<file path="src/rtl/fcvt_pkg.sv">
package fcvt_pkg;

   typedef enum logic [1:0] {
      RM_NEAREST_EVEN = 2'd0,
      RM_TO_ZERO      = 2'd1,
      RM_TO_POS       = 2'd2,
      RM_TO_NEG       = 2'd3
   } fcvt_rmode_e;

   typedef enum logic [1:0] {
      CV_IDLE  = 2'd0,
      CV_SHAPE = 2'd1,
      CV_ROUND = 2'd2
   } fcvt_state_e;

endpackage

</file>
<file path="src/rtl/fcvt_lzc.sv">
module fcvt_lzc #(
   parameter int W  = 32,
   parameter int CW = $clog2(W + 1)
) (
   input  logic [W-1:0]  vec,
   output logic [CW-1:0] zeros
);

   // the highest set bit wins because it is visited last
   always_comb begin
      zeros = CW'(W);
      for (int i = 0; i < W; i++) begin
         if (vec[i]) zeros = CW'(W - 1 - i);
      end
   end

endmodule

</file>
<file path="src/rtl/fcvt_round.sv">
module fcvt_round
   import fcvt_pkg::*;
#(
   parameter int W = 32
) (
   input  logic [W-1:0] mag,
   input  logic         guard,
   input  logic         sticky,
   input  logic         neg,
   input  fcvt_rmode_e  mode,
   output logic [W-1:0] sum
);

   logic bump;

   always_comb begin
      unique case (mode)
         RM_NEAREST_EVEN: bump = guard & (sticky | mag[0]);
         RM_TO_ZERO:      bump = 1'b0;
         RM_TO_POS:       bump = ~neg & (guard | sticky);
         RM_TO_NEG:       bump = neg & (guard | sticky);
         default:         bump = 1'b0;
      endcase
      sum = mag + W'(bump);
   end

endmodule

</file>
<file path="src/rtl/fcvt_i2f_shape.sv">
module fcvt_i2f_shape #(
   parameter int INT_W = 32,
   parameter int SIG_W = 24,
   parameter int CW    = $clog2(INT_W + 1)
) (
   input  logic [INT_W-1:0] opnd,
   output logic             neg,
   output logic             zero,
   output logic [SIG_W-1:0] keep,
   output logic             guard,
   output logic             sticky,
   output logic [CW-1:0]    msb
);

   localparam int DROP_W = INT_W - SIG_W;

   logic [INT_W-1:0] absv;
   logic [INT_W-1:0] norm;
   logic [CW-1:0]    lz;

   assign neg  = opnd[INT_W-1];
   assign absv = neg ? (INT_W'(0) - opnd) : opnd;
   assign zero = (absv == '0);

   fcvt_lzc #(.W(INT_W), .CW(CW)) u_lzc (
      .vec   (absv),
      .zeros (lz)
   );

   assign norm   = absv << lz;
   assign keep   = norm[INT_W-1 -: SIG_W];
   assign guard  = norm[DROP_W-1];
   assign sticky = |norm[DROP_W-2:0];
   assign msb    = CW'(INT_W - 1) - lz;

endmodule

</file>
<file path="src/rtl/fcvt_f2i_align.sv">
module fcvt_f2i_align #(
   parameter int INT_W = 32,
   parameter int EXP_W = 8,
   parameter int MAN_W = 23
) (
   input  logic [INT_W-1:0] opnd,
   output logic             neg,
   output logic [INT_W-1:0] mag,
   output logic             guard,
   output logic             sticky,
   output logic             bad,
   output logic [INT_W-1:0] bad_val
);

   localparam int SIG_W = MAN_W + 1;
   localparam int FR_W  = SIG_W + INT_W;
   localparam int BIAS  = (1 << (EXP_W - 1)) - 1;
   localparam int EMAX  = (1 << EXP_W) - 1;
   localparam int E_LSH = BIAS + MAN_W;       // first exponent with no fraction
   localparam int E_TOP = BIAS + INT_W - 1;   // exponent of 2^(INT_W-1)

   logic [EXP_W-1:0] ex;
   logic [MAN_W-1:0] fr;
   logic [SIG_W-1:0] sig;
   logic [FR_W-1:0]  frame;
   logic             is_nan;
   int               ev;

   assign neg    = opnd[INT_W-1];
   assign ex     = opnd[INT_W-2 -: EXP_W];
   assign fr     = opnd[MAN_W-1:0];
   assign sig    = {1'b1, fr};
   assign ev     = int'(ex);
   assign is_nan = (ev == EMAX) && (fr != '0);
   assign frame  = {sig, {INT_W{1'b0}}} >> (E_LSH - ev);

   assign bad_val = (is_nan || !neg) ? {1'b0, {(INT_W-1){1'b1}}}
                                     : {1'b1, {(INT_W-1){1'b0}}};

   always_comb begin
      mag    = '0;
      guard  = 1'b0;
      sticky = 1'b0;
      bad    = 1'b0;
      if (ev == EMAX || ev > E_TOP || (ev == E_TOP && !(neg && fr == '0))) begin
         bad = 1'b1;
      end else if (ev == 0) begin
         sticky = (fr != '0);
      end else if (ev >= E_LSH) begin
         mag = INT_W'(sig) << (ev - E_LSH);
      end else if (ev >= E_LSH - INT_W) begin
         mag    = {{(INT_W-SIG_W){1'b0}}, frame[FR_W-1:INT_W]};
         guard  = frame[INT_W-1];
         sticky = |frame[INT_W-2:0];
      end else begin
         sticky = 1'b1;
      end
   end

endmodule

</file>
<file path="src/rtl/fcvt_unit.sv">
module fcvt_unit
   import fcvt_pkg::*;
#(
   parameter int                INT_W    = 32,
   parameter int                EXP_W    = 8,
   parameter int                MAN_W    = 23,
   parameter int                FUNC_W   = 8,
   parameter logic [FUNC_W-1:0] CODE_I2F = FUNC_W'(4),
   parameter logic [FUNC_W-1:0] CODE_F2I = FUNC_W'(5)
) (
   input  logic              clk,
   input  logic              rst_n,
   input  logic              in_valid,
   input  logic [FUNC_W-1:0] in_func,
   input  logic [INT_W-1:0]  in_opnd,
   input  logic [1:0]        in_rmode,
   output logic [INT_W-1:0]  out_result,
   output logic              out_done,
   output logic              out_invalid
);

   localparam int SIG_W = MAN_W + 1;
   localparam int BIAS  = (1 << (EXP_W - 1)) - 1;
   localparam int CW    = $clog2(INT_W + 1);

   if (INT_W != 1 + EXP_W + MAN_W) begin : g_bad_pack
      $error("fcvt_unit: INT_W must equal 1 + EXP_W + MAN_W");
   end
   if (INT_W - SIG_W < 2) begin : g_bad_drop
      $error("fcvt_unit: need at least two dropped bits for guard and sticky");
   end
   if (BIAS + MAN_W <= INT_W) begin : g_bad_bias
      $error("fcvt_unit: exponent range too narrow for the integer width");
   end
   if (CODE_I2F == CODE_F2I) begin : g_bad_code
      $error("fcvt_unit: function codes must differ");
   end

   fcvt_state_e      state;
   logic [INT_W-1:0] op_q;
   fcvt_rmode_e      mode_q;
   logic             i2f_q;
   logic             accept;

   logic             i_neg, i_zero, i_g, i_s;
   logic [SIG_W-1:0] i_keep;
   logic [CW-1:0]    i_msb;
   logic             f_neg, f_g, f_s, f_bad;
   logic [INT_W-1:0] f_mag, f_badval;

   logic             st_neg, st_g, st_s, st_zero, st_bad;
   logic [INT_W-1:0] st_mag, st_badval;
   logic [EXP_W-1:0] st_exp;
   logic [INT_W-1:0] r_sum;
   logic [INT_W-1:0] i2f_word, f2i_word;

   assign accept = in_valid && (state == CV_IDLE) &&
                   ((in_func == CODE_I2F) || (in_func == CODE_F2I));

   fcvt_i2f_shape #(.INT_W(INT_W), .SIG_W(SIG_W), .CW(CW)) u_i2f (
      .opnd   (op_q),
      .neg    (i_neg),
      .zero   (i_zero),
      .keep   (i_keep),
      .guard  (i_g),
      .sticky (i_s),
      .msb    (i_msb)
   );

   fcvt_f2i_align #(.INT_W(INT_W), .EXP_W(EXP_W), .MAN_W(MAN_W)) u_f2i (
      .opnd    (op_q),
      .neg     (f_neg),
      .mag     (f_mag),
      .guard   (f_g),
      .sticky  (f_s),
      .bad     (f_bad),
      .bad_val (f_badval)
   );

   fcvt_round #(.W(INT_W)) u_round (
      .mag    (st_mag),
      .guard  (st_g),
      .sticky (st_s),
      .neg    (st_neg),
      .mode   (mode_q),
      .sum    (r_sum)
   );

   // carry out of the significand moves the exponent up by one
   assign i2f_word = st_zero ? '0
                   : {st_neg, st_exp + EXP_W'(r_sum[SIG_W]), r_sum[MAN_W-1:0]};
   assign f2i_word = st_neg ? (INT_W'(0) - r_sum) : r_sum;

   always_ff @(posedge clk or negedge rst_n) begin
      if (!rst_n) begin
         state       <= CV_IDLE;
         op_q        <= '0;
         mode_q      <= RM_NEAREST_EVEN;
         i2f_q       <= 1'b0;
         st_neg      <= 1'b0;
         st_g        <= 1'b0;
         st_s        <= 1'b0;
         st_zero     <= 1'b0;
         st_bad      <= 1'b0;
         st_mag      <= '0;
         st_badval   <= '0;
         st_exp      <= '0;
         out_result  <= '0;
         out_done    <= 1'b0;
         out_invalid <= 1'b0;
      end else begin
         out_done    <= 1'b0;
         out_invalid <= 1'b0;
         unique case (state)
            CV_IDLE: begin
               if (accept) begin
                  op_q   <= in_opnd;
                  mode_q <= fcvt_rmode_e'(in_rmode);
                  i2f_q  <= (in_func == CODE_I2F);
                  state  <= CV_SHAPE;
               end
            end
            CV_SHAPE: begin
               st_neg    <= i2f_q ? i_neg : f_neg;
               st_mag    <= i2f_q ? {{(INT_W-SIG_W){1'b0}}, i_keep} : f_mag;
               st_g      <= i2f_q ? i_g : f_g;
               st_s      <= i2f_q ? i_s : f_s;
               st_exp    <= EXP_W'(BIAS) + EXP_W'(i_msb);
               st_zero   <= i2f_q & i_zero;
               st_bad    <= ~i2f_q & f_bad;
               st_badval <= f_badval;
               state     <= CV_ROUND;
            end
            CV_ROUND: begin
               out_result  <= st_bad ? st_badval : (i2f_q ? i2f_word : f2i_word);
               out_invalid <= st_bad;
               out_done    <= 1'b1;
               state       <= CV_IDLE;
            end
            default: state <= CV_IDLE;
         endcase
      end
   end

   a_r7_done_single: assert property (@(posedge clk) disable iff (!rst_n)
      out_done |=> !out_done);

   a_r7_invalid_with_done: assert property (@(posedge clk) disable iff (!rst_n)
      out_invalid |-> out_done);

   a_r4_invalid_saturates: assert property (@(posedge clk) disable iff (!rst_n)
      out_invalid |-> (out_result == {1'b0, {(INT_W-1){1'b1}}} ||
                       out_result == {1'b1, {(INT_W-1){1'b0}}}));

   a_r2_no_neg_zero: assert property (@(posedge clk) disable iff (!rst_n)
      (out_done && i2f_q) |-> (out_result != {1'b1, {(INT_W-1){1'b0}}}));

   a_r9_result_held: assert property (@(posedge clk) disable iff (!rst_n)
      !out_done |-> $stable(out_result));

   a_r8_operand_frozen: assert property (@(posedge clk) disable iff (!rst_n)
      (state != CV_IDLE) |=> $stable(op_q));

endmodule

</file>
<file path="config.mk">
export PLATFORM = sky130hd
export DESIGN_NAME = fcvt_unit
export DESIGN_NICKNAME = d
export VERILOG_FILES = /design/src/rtl/fcvt_pkg.sv /design/src/rtl/fcvt_lzc.sv /design/src/rtl/fcvt_round.sv /design/src/rtl/fcvt_i2f_shape.sv /design/src/rtl/fcvt_f2i_align.sv /design/src/rtl/fcvt_unit.sv
export SDC_FILE = /design/constraint.sdc
export NUM_CORES = 1
export LEC_CHECK = 0
export BUFFER_PORTS_ARGS = -buffer_cell sky130_fd_sc_hd__buf_4
export CAP_MARGIN = 30
export CORE_MARGIN = 2
export CORE_UTILIZATION = 35
export CTS_CLUSTER_DIAMETER = 200
export DETAILED_ROUTE_END_ITERATION = 7
export GPL_TIMING_DRIVEN = 0
export HOLD_SLACK_MARGIN = 0.05
export PLACE_DENSITY = 0.49
export SYNTH_ARGS = -nofsm -noshare
export SYNTH_HDL_FRONTEND = slang
export SYNTH_SLANG_ARGS = --single-unit
</file>
<file path="constraint.sdc">
create_clock -name clk -period 4.2 [get_ports clk]
set_input_delay 0.63 -clock clk [delete_from_list [all_inputs] [get_ports clk]]
set_output_delay 0.63 -clock clk [all_outputs]
set_load 0.05 [all_outputs]
</file>
---- After elaboration in Yosys (flattened, before gate mapping) ----
Index checks and enable logic that the tools add are counted.
cells by class
  add/sub/neg operators ................... 8
  order comparisons ....................... 3
  equal/unequal tests ..................... 10
  shift-type cells ........................ 3
  multiplexer cells ....................... 59
  bitwise operators ....................... 9
  reduce and logical (&&, ||, !) cells .... 20
operator list
  cell                                                                                  count
  32-bit 2-to-1 mux                                                                     10
  6-bit 2-to-1 mux                                                                      32
  32-bit zero test                                                                      2
  1-bit by 32-bit subtractor with 32-bit output (first input constant)                  2
  56-bit by 32-bit right shift with 56-bit output                                       1
  32-bit by 1-bit adder with 32-bit output                                              1
  24-bit by 32-bit << shifter with 32-bit output                                        1
  32-bit by 6-bit << shifter with 32-bit output                                         1
  31-bit OR reduction                                                                   1
  24-bit 2-to-1 mux                                                                     1
  23-bit zero test                                                                      1
  23-bit nonzero test                                                                   1
  8-bit by 3-bit equality test with 1-bit output (second input constant)                2
  1-bit 2-to-1 mux                                                                      13
  8-bit by 8-bit subtractor with 9-bit output (first input constant)                    1
  8-bit by 8-bit subtractor with 9-bit output (second input constant)                   1
  7-bit by 6-bit adder with 8-bit output (first input constant)                         1
  8-bit by 1-bit adder with 8-bit output                                                1
  8-bit by 1-bit equality test with 1-bit output (second input constant)                1
  8-bit equality test (second input constant)                                           1
  8-bit by 7-bit greater-or-equal comparator with 1-bit output (second input constant)  1
  8-bit greater-or-equal comparator (second input constant)                             1
  8-bit greater-than comparator (second input constant)                                 1
  7-bit OR reduction                                                                    1
  other kinds (15)                                                                      33
storage, ports and cells
  register bits after elaboration ......... 148
  bits of input ports ..................... 45
  output and inout port bits .............. 34
  logic and storage cells ................. 127

---- Logic depth before layout (Yosys ltp) ----
  depth in word-level cells ............... 37
  mapped depth ............................ 21
  mapped depth without buffers ............ 20

---- Hierarchy ----
From an unflattened synthesis, not the netlist that was laid out.
unflattened totals
  cell total of the unflattened synthesis .. 1,956
  area total of the unflattened synthesis .. 15,043.2 um^2
modules (own cells, without submodules)
  module          instances  cells an instance  area an instance (um^2)  sequential area each (um^2)
  fcvt_unit       1          823                7,174.4                  3,703.6
  fcvt_f2i_align  1          633                4,169.0                  0.0
  fcvt_i2f_shape  1          339                2,608.8                  0.0
  fcvt_round      1          96                 723.2                    0.0
  fcvt_lzc        1          65                 367.9                    0.0

---- Worst setup path after synthesis ----
Ideal clock, no wire load.
  kind .................................... reg-to-reg
  start point ............................. register op_q[1]
  end point ............................... register st_mag[14]
  library setup time ...................... 0.123 ns
  data arrival time ....................... 4.267 ns
  required time ........................... 4.077 ns
  setup slack ............................. -0.189 ns
  cell stages (with the launch flop) ...... 18
  path buffers ............................ 4
  period minus slack after synthesis ...... 4.389 ns
  cell sequence ........................... dfrtp_1 > clkbuf_1 > inv_1 > ha_1 > nor3b_2 > nand4_1 > buf_2 > nor4b_1 > a211o_1 > a221oi_1 > a211oi_1 > or2_1 > clkbuf_1 > buf_2 > mux2_2 > o22ai_2 > o221ai_1 > o221a_2
on the way
  longest elaborated chain between the ends .. 35
  elaborated cells on any way between the ends .. 46
  those cells by class .................... 1 x add/sub; 3 x shift; 37 x mux; 5 x reduce/logical
RTL lines
  what                                           line                  text
  start: declaration                             fcvt_unit.sv:40       logic [INT_W-1:0] op_q;
  start signal: assignment                       fcvt_unit.sv:117      op_q <= in_opnd;
  1-bit by 32-bit subtractor with 32-bit output  fcvt_i2f_shape.sv:22  assign absv = neg ? (INT_W'(0) - opnd) : opnd;
  32-bit 2-to-1 mux                              fcvt_i2f_shape.sv:22
  6-bit 2-to-1 mux (31 in series)                fcvt_lzc.sv:13        if (vec[i]) zeros = CW'(W - 1 - i);
  32-bit by 6-bit << shifter with 32-bit output  fcvt_i2f_shape.sv:30  assign norm = absv << lz;
  32-bit 2-to-1 mux *                            fcvt_unit.sv:125      st_mag <= i2f_q ? {{(INT_W-SIG_W){1'b0}}, i_keep} : f_mag;
  end signal: assignment                         fcvt_unit.sv:125
  end: declaration                               fcvt_unit.sv:52       logic [INT_W-1:0] st_mag, st_badval;
Mark *: on every way between the ends. The rest lies on a longest branch, timed or not.
A chain may end at the register's enable or synchronous reset.

---- Worst setup path after layout ----
  start point ............................. register op_q[1]
  end point ............................... register st_mag[20]
The elaborated chain is that of the path after synthesis.

==> impl_metrics.env <==
export IMPL_rows=73
export IMPL_final_nets=2143
export IMPL_gp_congestion=1.01
export IMPL_crit_chain="clkbuf_8 > clkinvlp_4 > ha_4 > nor3b_4 > nand4_1 > buf_4 > buf_4 > a21oi_1 > nor2_1 > a221oi_1 > o21ai_2 > a21oi_2 > nor2_2 > nor2_4 > clkinv_4 > buf_12 > and2_1 > o211a_1 > a2111oi_2 > o221ai_1"
export IMPL_htreeDepth=4
export IMPL_cp_arrival_ns=4.72
export IMPL_grt_pass1_vias=15566
export IMPL_drc_errors=0
export IMPL_worstSetupStartpointType="register"
export IMPL_p_switching_mw=3.48
export IMPL_violations="setup timing"
export IMPL_drt_iter0_drc=1823
export IMPL_synthFlopType="dfrtp_1"
export IMPL_cp_top_family="compound AO/OA/AOI/OAI gates"
export IMPL_min_period_over_period_pct=106
export IMPL_synth_edf_count=0
export IMPL_peakVddDrop_mv=0.315
export IMPL_io_buffer_count=78
export IMPL_fin_crit_ns=4.43
export IMPL_cap_violations=0
export IMPL_fmax_ghz=0.226
export IMPL_syn_nets=1948
export IMPL_final_hold_violation_count=0
export IMPL_worst_path_max_delay_cell="dfrtp_1"
export IMPL_cts_hold_buf=0
export IMPL_cp_required_ns=4.48
export IMPL_path_class="reg2reg"
export IMPL_crit_start="op_q[1]"
export IMPL_totalWireLength_mm=70.5
export IMPL_ctsLongestPathBuffers=2
export IMPL_post_drt_wl_per_cell_um=26.9
export IMPL_whs_ns=0.0935
export IMPL_die_h_um=204
export IMPL_vias=16542
export IMPL_final_area_um2=18300
export IMPL_end_kind="register"
export IMPL_p_clk_share_pct=20.6
export IMPL_die_w_um=204
export IMPL_ys_seq_area_share_pct=21.1
export IMPL_critPathMaxStageDelay_ns=0.40
export IMPL_ys_async_sr_fraction_pct=100
export IMPL_power_frac_seq_pct=18.6
export IMPL_placed_area_um2=15300
export IMPL_worst_path_buf_inv=6
export IMPL_power_internal_mw=3.59
export IMPL_grt_pass1_wl_mm=104
export IMPL_dpl_hpwl_mm=54.2
export IMPL_cts_tree="done"
export IMPL_io_pins=79
export IMPL_synth_cell_type_count=101
export IMPL_syn_inst=1890
export IMPL_slew_headroom_pct=33.3
export IMPL_fin_cells=2623
export IMPL_tightest_slew_ns=0.989
export IMPL_r2r_start="op_q[1]"
export IMPL_status="finished, violations left"
export IMPL_grt_usage_pct=33.6
export IMPL_setup_ws_ns=-0.232
export IMPL_cts_root_buf="clkbuf_16"
export IMPL_cts_sink_count=118
export IMPL_avgViaCountPerCell=6.31
export IMPL_synth_warnings=0
export IMPL_area_growth_syn_to_layout_pct=30.4
export IMPL_firstDrtPassIters=6
export IMPL_layout_drive_gt1_share_pct=27.7
export IMPL_leakage_nw=7.44
export IMPL_die_area_um2=41600
export IMPL_cts_buffers=17
export IMPL_rsz0062_at_grt="yes"
export IMPL_start_util_pct=35.3
export IMPL_reg2reg_setup_slack_ns=-0.23
export IMPL_ff2ff_path_depth=20
export IMPL_yosysTopAreaCell="dfrtp_1"
export IMPL_hold_path_class="in2async"
export IMPL_p_per_area_nw_per_um2=387
export IMPL_grt_max_degree=85
export IMPL_core_area_um2=39600
export IMPL_synth_commonest_cells="308 x nand2_1, 160 x o21ai_0, 145 x nor2_1"
export IMPL_diodes=0
export IMPL_switching_share_pct=49.2
export IMPL_clk_latency_ns=0.46
export IMPL_comb_power_share_pct=60.8
export IMPL_drtAntennaViolNets=0
export IMPL_reg2reg_to="st_mag[20]"
export IMPL_clk_pin_slew_ns=0.07
export IMPL_cpMostUsedCell="buf_4"
export IMPL_avgSynthCellArea_um2=7.41
export IMPL_dp_cells=2497
export IMPL_antenna_found_initial=0
export IMPL_power_mw=7.07
export IMPL_critical_path_max_fanout=10
export IMPL_synth_most_common_cell="nand2_1"
export IMPL_synth_area_top_cells="dfrtp_1 21%, nand2_1 8.3%, o21ai_0 5.7%"
export IMPL_synth_area_um2=14000
export IMPL_grt_overflow_total=0
export IMPL_synth_top_area_share_pct=21.1
export IMPL_setup_violations_final=18
export IMPL_yosys_register_bits=118
export IMPL_slew_viol_final=0
export IMPL_finClkSkew_ns=0.0122
[layer usage]
layer  track usage (%)  part of all wire, %
met3              4.45                  6.4
met2              54.2                   46
met5                 0                    0
met1              46.0                   44
met4              12.0                  4.1
[area by class of cell]
type	count	area, µm²
Multi-Input combinational cell	1575	11600
Sequential cell	118	2960
Clock buffer	17	425
Timing Repair inverter	1	3.75
Clock inverter	15	133
Inverter	34	153
Fill cell	4060	21400
Tap cell	525	657
Timing Repair Buffer	186	1490
Buffer	152	833
[per-stage QoR]
step	utilization (%)	worst slack, ns	TNS (ns)
5_1_grt	46.1	-0.304	-4.56
3_5_place_dp	38.7	-2.20	-81.97
6_report	46.1	-0.232	-1.77
4_1_cts	43.8	-0.0904	-0.746
2_1_floorplan	-	0.0144	0
3_3_place_gp	38.6	-2.27	-86.41
[power by group through the flow]
stage	Clock [mW]	Combinational, mW	Sequential, mW
global route	1.52	4.51	1.32
CTS	1.48	3.83	1.30
detailed placement	0	3.34	1.31
global placement	0	3.38	1.31
floorplan	0	2.18	1.32
finish	1.46	4.30	1.31
[cell families after synthesis]
group                      after synthesis  share of synthesized area (%)
adders and majority gates               13                           1.16
muxes                                  133                           12.5
DFF                                    118                           21.1
xor gates and xnor gates                93                           5.87
buffers and inverters                  197                           5.70
and+or+nand+nor                        770                           26.5
AOI/OAI and AO/OA                      566                           27.2
[how the worst max path moves through the flow]
| stage | end | slack, ns | cells past startpoint |
|---|---|---|---|
| 5_1_grt | st_mag[20] | -0.30 | 20 |
| 3_3_place_gp | st_g | -2.27 | 15 |
| 2_1_floorplan | st_mag[11] | 0.01 | 18 |
| 3_5_place_dp | st_mag[23] | -2.20 | 20 |
| 4_1_cts | st_mag[11] | -0.09 | 17 |
| 6_report | st_mag[20] | -0.23 | 20 |
[cells in the final DEF, fill, tap and decap left out, types with 15 or more instances in the layout]
cell type  count
a21oi_1       99
mux2i_2       15
buf_4        179
a22oi_1       16
mux4_2        31
o21ai_0      137
xor2_1        31
a211oi_1      16
clkbuf_2      21
buf_6         17
and3_1        18
o21ai_2       15
nor2b_1       15
mux2_2        19
o211ai_1      20
and2_1        24
or3_1         16
nand3_1       60
clkbuf_1      79
nor3_1        37
a22o_1        18
clkbuf_16     17
mux2i_1       50
o31ai_1       20
xnor2_1       42
nand4_1       25
nor2_1       137
inv_1         23
o22ai_1       25
nand2_1      305
dfrtp_1      110
[repair_timing]
item / CTS / global route
gates cloned: 2 / 0
resized for setup: 230 / 154
buffers inserted: 65 / 38
setup endpoints to repair: 57 / 47
pin swaps: 53 / 56
[flip-flops by register name (all words and copies together), names as in the netlist]
| name | count |
|---|---|
| st_s | 1 |
| st_mag | 32 |
| out_invalid | 1 |
| st_bad | 1 |
| out_result | 32 |
| op_q | 32 |
| st_g | 1 |
| state | 2 |
| st_exp | 8 |
| i2f_q | 1 |
| st_badval | 2 |
| st_zero | 1 |
| mode_q | 2 |
| st_neg | 1 |
| out_done | 1 |
No activity file was read; power rests on OpenSTA's default activity.
